### config.mk
export PLATFORM = sky130hd
export DESIGN_NAME = dbg_tx_mailbox
export DESIGN_NICKNAME = d
export VERILOG_FILES = /design/src/rtl/dbg_tx_mailbox_pkg.sv /design/src/rtl/dbg_tx_stage.sv /design/src/rtl/dbg_tx_shifter.sv /design/src/rtl/dbg_tx_flag.sv /design/src/rtl/dbg_tx_mailbox.sv
export SDC_FILE = /design/constraint.sdc
export NUM_CORES = 1
export LEC_CHECK = 0
export BUFFER_PORTS_ARGS = -buffer_cell sky130_fd_sc_hd__buf_2
export CORE_UTILIZATION = 59
export CTS_CLUSTER_SIZE = 14
export DETAILED_ROUTE_END_ITERATION = 6
export PLACE_DENSITY = 0.79
export SLEW_MARGIN = 20
export SYNTH_ARGS = -nofsm -noshare
export SYNTH_HDL_FRONTEND = slang
export SYNTH_SLANG_ARGS = --single-unit
### constraint.sdc
create_clock -name clk -period 1.43 [get_ports clk]
set_input_delay 0.2145 -clock clk [delete_from_list [all_inputs] [get_ports clk]]
set_output_delay 0.2145 -clock clk [all_outputs]
set_load 0.02 [all_outputs]
### src/rtl/dbg_tx_mailbox_pkg.sv
package dbg_tx_mailbox_pkg;
   localparam int unsigned WORD_W_DEF = 64;

   function automatic int unsigned cnt_bits(input int unsigned w);
      return $clog2(w + 2);
   endfunction
endpackage

### src/rtl/dbg_tx_stage.sv
module dbg_tx_stage #(
   parameter int unsigned WORD_W = 64,
   localparam int unsigned HALF_W = WORD_W / 2
) (
   input  logic              clk,
   input  logic              rst_n,
   input  logic              wr_lo,
   input  logic              wr_hi,
   input  logic [HALF_W-1:0] wr_data,
   output logic [WORD_W-1:0] word
);
   logic [HALF_W-1:0] lo_q, hi_q;

   always_ff @(posedge clk) begin
      if (!rst_n) begin
         lo_q <= '0;
         hi_q <= '0;
      end else begin
         if (wr_lo) lo_q <= wr_data;
         if (wr_hi) hi_q <= wr_data;
      end
   end

   assign word = {hi_q, lo_q};

   // the lower half only changes when it is written
   a_r4_lo_held: assert property (@(posedge clk) disable iff (!rst_n)
      !wr_lo |=> $stable(word[HALF_W-1:0]));
endmodule

### src/rtl/dbg_tx_shifter.sv
module dbg_tx_shifter #(
   parameter int unsigned WORD_W    = 64,
   parameter bit          LSB_FIRST = 1'b1,
   localparam int unsigned CNT_W    = $clog2(WORD_W + 2)
) (
   input  logic              clk,
   input  logic              rst_n,
   input  logic [WORD_W-1:0] word,
   input  logic              cap_strobe,
   input  logic              shift_en,
   output logic              tdo,
   output logic              done
);
   localparam logic [CNT_W-1:0] CNT_FULL = CNT_W'(WORD_W);
   localparam logic [CNT_W-1:0] CNT_OVER = CNT_W'(WORD_W + 1);

   logic [WORD_W-1:0] sh_q;
   logic [CNT_W-1:0]  cnt_q;
   logic [WORD_W-1:0] sh_next;

   generate
      if (LSB_FIRST) begin : g_lsb
         assign sh_next = {1'b0, sh_q[WORD_W-1:1]};
         assign tdo     = sh_q[0];
      end else begin : g_msb
         assign sh_next = {sh_q[WORD_W-2:0], 1'b0};
         assign tdo     = sh_q[WORD_W-1];
      end
   endgenerate

   always_ff @(posedge clk) begin
      if (!rst_n) begin
         sh_q  <= '0;
         cnt_q <= CNT_OVER;
      end else if (cap_strobe) begin
         sh_q  <= word;
         cnt_q <= '0;
      end else if (shift_en) begin
         sh_q  <= sh_next;
         if (cnt_q != CNT_OVER) cnt_q <= cnt_q + 1'b1;
      end
   end

   assign done = (cnt_q == CNT_FULL);

   // the counter saturates one past the word length
   a_r7_cnt_bound: assert property (@(posedge clk) disable iff (!rst_n)
      cnt_q <= CNT_OVER);
   // a capture restarts the bit count
   a_r5_cap_restart: assert property (@(posedge clk) disable iff (!rst_n)
      cap_strobe |=> !done);
endmodule

### src/rtl/dbg_tx_flag.sv
module dbg_tx_flag (
   input  logic clk,
   input  logic rst_n,
   input  logic wr_hi,
   input  logic upd_strobe,
   input  logic done,
   input  logic irq_en,
   input  logic evt_en,
   output logic full,
   output logic evt_out,
   output logic irq_pulse
);
   logic full_q, full_d, irq_q;

   always_comb begin
      full_d = full_q;
      if (upd_strobe && done) full_d = 1'b0;
      if (wr_hi)              full_d = 1'b1;
   end

   always_ff @(posedge clk) begin
      if (!rst_n) begin
         full_q <= 1'b0;
         irq_q  <= 1'b0;
      end else begin
         full_q <= full_d;
         irq_q  <= irq_en && full_q && !full_d;
      end
   end

   assign full      = full_q;
   assign irq_pulse = irq_q;
   assign evt_out   = evt_en && full_q;

   a_r2_hi_sets: assert property (@(posedge clk) disable iff (!rst_n)
      wr_hi |=> full);
   a_r3_lo_only: assert property (@(posedge clk) disable iff (!rst_n)
      (!wr_hi && !upd_strobe) |=> $stable(full));
   a_r7_abort_keeps: assert property (@(posedge clk) disable iff (!rst_n)
      (full && upd_strobe && !done) |=> full);
   a_r8_one_cycle: assert property (@(posedge clk) disable iff (!rst_n)
      irq_pulse |=> !irq_pulse);
   a_r8_on_fall: assert property (@(posedge clk) disable iff (!rst_n)
      irq_pulse |-> (!full && $past(full) && $past(irq_en)));
   a_r10_write_wins: assert property (@(posedge clk) disable iff (!rst_n)
      (wr_hi && upd_strobe && done) |=> (full && !irq_pulse));
endmodule

### src/rtl/dbg_tx_mailbox.sv
module dbg_tx_mailbox #(
   parameter int unsigned WORD_W    = dbg_tx_mailbox_pkg::WORD_W_DEF,
   parameter bit          LSB_FIRST = 1'b1,
   localparam int unsigned HALF_W   = WORD_W / 2
) (
   input  logic              clk,
   input  logic              rst_n,
   input  logic              wr_lo,
   input  logic              wr_hi,
   input  logic [HALF_W-1:0] wr_data,
   input  logic              irq_en,
   input  logic              evt_en,
   input  logic              cap_strobe,
   input  logic              shift_en,
   input  logic              upd_strobe,
   output logic              tdo,
   output logic              full,
   output logic              evt_out,
   output logic              irq_pulse
);
   initial begin
      if (WORD_W < 4 || (WORD_W % 2) != 0)
         $error("WORD_W must be even and at least 4");
   end

   logic [WORD_W-1:0] word;
   logic              done;

   dbg_tx_stage #(.WORD_W(WORD_W)) u_stage (
      .clk(clk), .rst_n(rst_n), .wr_lo(wr_lo), .wr_hi(wr_hi),
      .wr_data(wr_data), .word(word));

   dbg_tx_shifter #(.WORD_W(WORD_W), .LSB_FIRST(LSB_FIRST)) u_shift (
      .clk(clk), .rst_n(rst_n), .word(word), .cap_strobe(cap_strobe),
      .shift_en(shift_en), .tdo(tdo), .done(done));

   dbg_tx_flag u_flag (
      .clk(clk), .rst_n(rst_n), .wr_hi(wr_hi), .upd_strobe(upd_strobe),
      .done(done), .irq_en(irq_en), .evt_en(evt_en), .full(full),
      .evt_out(evt_out), .irq_pulse(irq_pulse));

   // the event output never shows a flag that is not set
   a_r9_evt_follow: assert property (@(posedge clk) disable iff (!rst_n)
      evt_out |-> full);
endmodule

Word-level counts from Yosys, hierarchy flattened
Index checks and enable logic that the tools add are counted.
Cells by class
  reduce and logical (&&, ||, !) cells: 10
  bitwise logic cells: 1
  $add $sub $neg: 1
  muxes and demuxes: 7
  eq/ne operators: 2
Operators with widths (number)
  2-to-1 mux 64 bit: 2
  2-to-1 mux 7 bit: 3
  adder 7 x 1 -> 7 bit (second input constant): 1
  equality test 7 bit (second input constant): 1
  != test 7 bit (second input constant): 1
  logical AND 1 bit: 4
  AND reduction 2 bit: 2
  nonzero test 2 bit: 2
  2-to-1 mux 1 bit: 2
  OR reduction 2 bit: 1
  logical NOT 1 bit: 1
  inverter 1 bit: 1
Word-level totals
  register bits: 137
  output and inout bits: 4
  input port bits: 41
  logic and storage cells: 28

Logic depth before layout (Yosys ltp)
  word-level depth: 6
  mapped depth: 6
  mapped depth without buffers: 5

Modules after synthesis
Synthesis repeated with hierarchy kept, for this count alone.
Second synthesis, totals
  cell total of the unflattened synthesis: 608
  area, all modules: 6027.0 um^2
Modules (own cells, without submodules)
  dbg_tx_shifter: sequential area each 1421.4 um^2, cells an instance 394, area an instance 3454.6 um^2, times used 1
  dbg_tx_stage: sequential area each 1281.2 um^2, cells an instance 207, area an instance 2492.4 um^2, times used 1
  dbg_tx_flag: sequential area each 40.0 um^2, cells an instance 7, area an instance 80.1 um^2, times used 1

Worst setup path before layout
Ideal clock, no wire load.
  path kind: flip-flop to flip-flop
  from: register u_shift.cnt_q[0]
  to: register u_shift.cnt_q[6]
  period minus slack after synthesis: 1.314 ns
  setup time: 0.062 ns
  slack: 0.116 ns
  cell stages (with the launch flop): 5
  path buffers: 0
  data arrival time: 1.252 ns
  required time: 1.368 ns
  path through: dfxtp_1 -> ha_1 -> nand4_4 -> or4_1 -> nand3_1
On the way
  word-level cells in the longest chain between the ends: 4
  elaborated cells between the ends (all ways): 7
  classes of those cells: add/sub: 1; eq/ne: 1; mux: 3; reduce/logical: 2
RTL lines
  from (decl): line dbg_tx_shifter.sv:18  | logic [CNT_W-1:0] cnt_q;
  from (signal assigned): line dbg_tx_shifter.sv:40  | if (cnt_q != CNT_OVER) cnt_q <= cnt_q + 1'b1;
  adder 7 x 1 -> 7 bit: line dbg_tx_shifter.sv:40
  2-to-1 mux 7 bit: line dbg_tx_shifter.sv:40
  2-to-1 mux 7 bit: line dbg_tx_shifter.sv:38  | end else if (shift_en) begin
  2-to-1 mux 7 bit: line dbg_tx_shifter.sv:35  | end else if (cap_strobe) begin
Several ways; a longest one is shown, not always the timed one. The select of a mux whose other input is x is not followed.
A chain may end at the register's enable or synchronous reset.

Final worst setup path
  from: register u_shift.cnt_q[1]
  to: register u_shift.cnt_q[0]
On the way
  word-level cells in the longest chain between the ends: 3
RTL lines (line)
  != test 7 bit: dbg_tx_shifter.sv:40
  nonzero test 2 bit (no source line)
  AND reduction 2 bit (no source line)
Every way passes these cells.

==> reports/metrics.cfg <==
[status]
status = complete, no violations

[critical_path]
r2r_start = u_shift.cnt_q[1]$_SDFFE_PP0P_
path_class = reg -> reg
cp_top_family = flip-flops
crit_chain = inv_1 > ha_1 > nor2b_1 > a2111oi_1 > nand3b_1
max_stage_delay_ns = 0.39
start_kind = flip-flop
cp.arrival_ns = 1.86
slowest_stage = dfxtp_1
r2r_slack_ns = 0.03
end_kind = flip-flop
reg2reg_to = u_shift.cnt_q[0]$_SDFFE_PN1P_
path_buf_inv = 1
critPathMaxFanout = 4
r2r_cells = 5
crit_required_ns = 1.89

[drt]
postRouteAntennaNets = 0
viasPerCell = 5.28
wl_per_cell_microns = 14.9
drc_errors = 0
dr.pass1.iters = 4
wl_microns = 11200
vias = 3969
drt_iter0_markers = 114

[global_routing]
grt_pass1_vias = 4042
grt_max_degree = 51
antenna_found_initial = 0
grt_pass1_wl_microns = 18600
grt_usage = 0.238
grt.overflow.total = 0

[min_path]
hold_class = in -> reg
min_delay_path_depth = 3
min_from = upd_strobe
min_to = u_flag.full$_SDFF_PN0_

[final_layout]
mostFrequentLayoutCells = 136 x dfxtp_1, 130 x nor2_1, 128 x mux2i_1
num_antenna_cells = 0
fin_cells = 752
drive_above_1_share = 0.246
nFillCells = 632
final_common_cell = dfxtp_1
finalNetCount = 654
fin_util = 0.753
syn2layout_area_growth_pct = 22.8

[clock_network]
htreeDepth = 4
clk_pin_slew_ns = 0.07
insertion_delay_ns = 0.53
clockBufferDepth = 2
numCtsBuffers = 17
cts_tree = built
cts_sinks = 137
post_cts.repair.setup_buffers = 0
clock-root-buffer = clkbuf_8

[floorplan]
ios = 45
initial_utilization = 0.613
rows = 35
dieArea_sq_um = 10100
fp.dieW_microns = 100
core_region_area_sq_um = 9330
die_y_microns = 100

[synth]
async_reset_ff_frac = 0
syn_nets = 582
synth_seq_area_share = 0.480
syn_area_sq_um = 5720
syn_avg_cell_area_sq_um = 10.6
ys_seq_elements = 137
synth_area_leader_cell = dfxtp_1
synth_area_leaders = dfxtp_1 48%, mux2i_1 22%, mux2_2 12%, nor2_1 8.5%, buf_2 1.7%
synth_top_area_share = 0.480
synth_ff_type = dfxtp_1
synth_cell_type_count = 31
synth_edf_count = 0
ys_warn_count = 0
postSynthCellCount = 538

[timing]
fin_setup_tns_ns = 0
worst_slew_pin_slew_ns = 0.350
drv_slew = 0
rsz0062_at_grt = yes
layout_min_cycle_time_ns = 1.40
maxSlewHeadroom = 0.766
fin_skew_ns = 0.0121
postLayoutSetupSlackWorst_ns = 0.0277
max_freq_mhz = 713
fin_crit_sh = 0.981
hold_viol = 0
setup_viol = 0

[power]
power_frac_clock = 0.462
switchingPower_mw = 2.10
total_power_mw = 9.21
ir_drop_mv = 0.941
p_per_area_nw_per_um2 = 1310
power_frac_comb = 0.093
p_leak_nw = 3.25
netSwitchingFraction = 0.228
power_frac_seq = 0.446
p_int_mw = 7.10

[placed_design]
dp_cells = 686
portBuffers = 44
gp_congestion = 0.749
post-place-ws_ns = -0.0171
dp_hpwl_microns = 6750

[job]
drv_cap = 0

-- repair_timing --
item                                    in CTS  in global routing
gates resized for setup                      1                  1
hold buffers                                34                  0
endpoints found under the setup margin       1                  2
pin swaps                                    0                  0
hold endpoints to repair                    64                  0
-- cells by family (layout without fill, tap and decap cells) --
kind of cell    after synthesis  in the layout  share of synthesized area
mux                         191            191                      0.348
simple gates                153            153                      0.116
flops                       137            137                      0.480
buf+inv                      42            127                     0.0350
compound gates               10             10                     0.0114
fa+ha+maj                     3              3                    0.00657
xor+xnor                      2              2                    0.00306
-- synth_stat cells (all sizes together), types with 2 or more instances --
library cell,count
inv,4
nand4b,2
nand2,6
ha,3
xor2,2
clkbuf,15
nor2b,3
a21oi,4
nand4,2
nor2,130
mux2i,128
o21ai,2
and2,2
buf,23
dfxtp,137
mux2,63
-- routing by layer --
| metal | share of wire | vias to the layer above | wire length, microns | track usage |
|---|---|---|---|---|
| li1 | - | 1979 | - | - |
| met1 | 0.46 | 1893 | 5140 | 0.277 |
| met2 | 0.49 | 74 | 5530 | 0.413 |
| met3 | 0.025 | 23 | 284 | 0.0515 |
| met4 | 0.024 | 0 | 269 | 0.117 |
| met5 | 0 | - | 0 | 0 |
-- layout make-up --
| cell class | instances | area [sq um] | share of cell area |
|---|---|---|---|
| Tap cell | 129 | 161 | 0.0230 |
| Clock inverter | 11 | 149 | 0.0212 |
| Clock buffer | 21 | 429 | 0.0611 |
| Timing Repair Buffer | 91 | 748 | 0.107 |
| Inverter | 4 | 16.3 | 0.00232 |
| Multi-Input combinational cell | 359 | 2780 | 0.395 |
| Sequential cell | 137 | 2740 | 0.391 |
-- how the worst max path moves through the flow --
stage / endpoint / cells after the start / slack (ns) / start
6_report: u_shift.cnt_q[0]$_SDFFE_PN1P_ / 5 / 0.03 / u_shift.cnt_q[1]$_SDFFE_PP0P_
5_1_grt: u_shift.cnt_q[0]$_SDFFE_PN1P_ / 5 / -0.03 / u_shift.cnt_q[1]$_SDFFE_PP0P_
4_1_cts: u_shift.cnt_q[0]$_SDFFE_PN1P_ / 5 / 0.01 / u_shift.cnt_q[1]$_SDFFE_PP0P_
3_5_place_dp: u_shift.cnt_q[6]$_SDFFE_PN1P_ / 4 / -0.02 / u_shift.cnt_q[0]$_SDFFE_PN1P_
3_3_place_gp: u_shift.sh_q[52]$_SDFFE_PN0P_ / 5 / 0.06 / shift_en
2_1_floorplan: u_shift.cnt_q[6]$_SDFFE_PN1P_ / 4 / 0.12 / u_shift.cnt_q[0]$_SDFFE_PN1P_
-- through the flow --
step / hold WS (ns) / area (sq um)
finish: 0.0534 / 7020
global route: 0.0726 / 7020
CTS: 0.0473 / 7020
detailed placement: 0.471 / 6100
global placement: 0.462 / 6100
floorplan: 0.286 / 5720
-- registers in the layout (all words and copies together), names as in the netlist --
signal            count
u_shift.sh_q         64
u_stage.hi_q         32
u_stage.lo_q         32
u_shift.cnt_q         7
u_flag.full           1
u_flag.irq_pulse      1
-- power by group through the flow --
stage	combinational (mW)	sequential, mW	clock, mW
floorplan	0.569	4.15	0
global placement	0.745	4.17	0
detailed placement	0.772	4.18	0
CTS	0.852	4.10	4.30
global route	0.928	4.12	4.47
finish	0.852	4.10	4.25
-- worst register-to-register path, stage by stage (launching register included) --
cell	delay [ns]
dfxtp_1	0.39
inv_1	0.08
ha_1	0.17
nor2b_1	0.16
a2111oi_1	0.37
nand3b_1	0.17
Power figures use the tool's default switching activity.
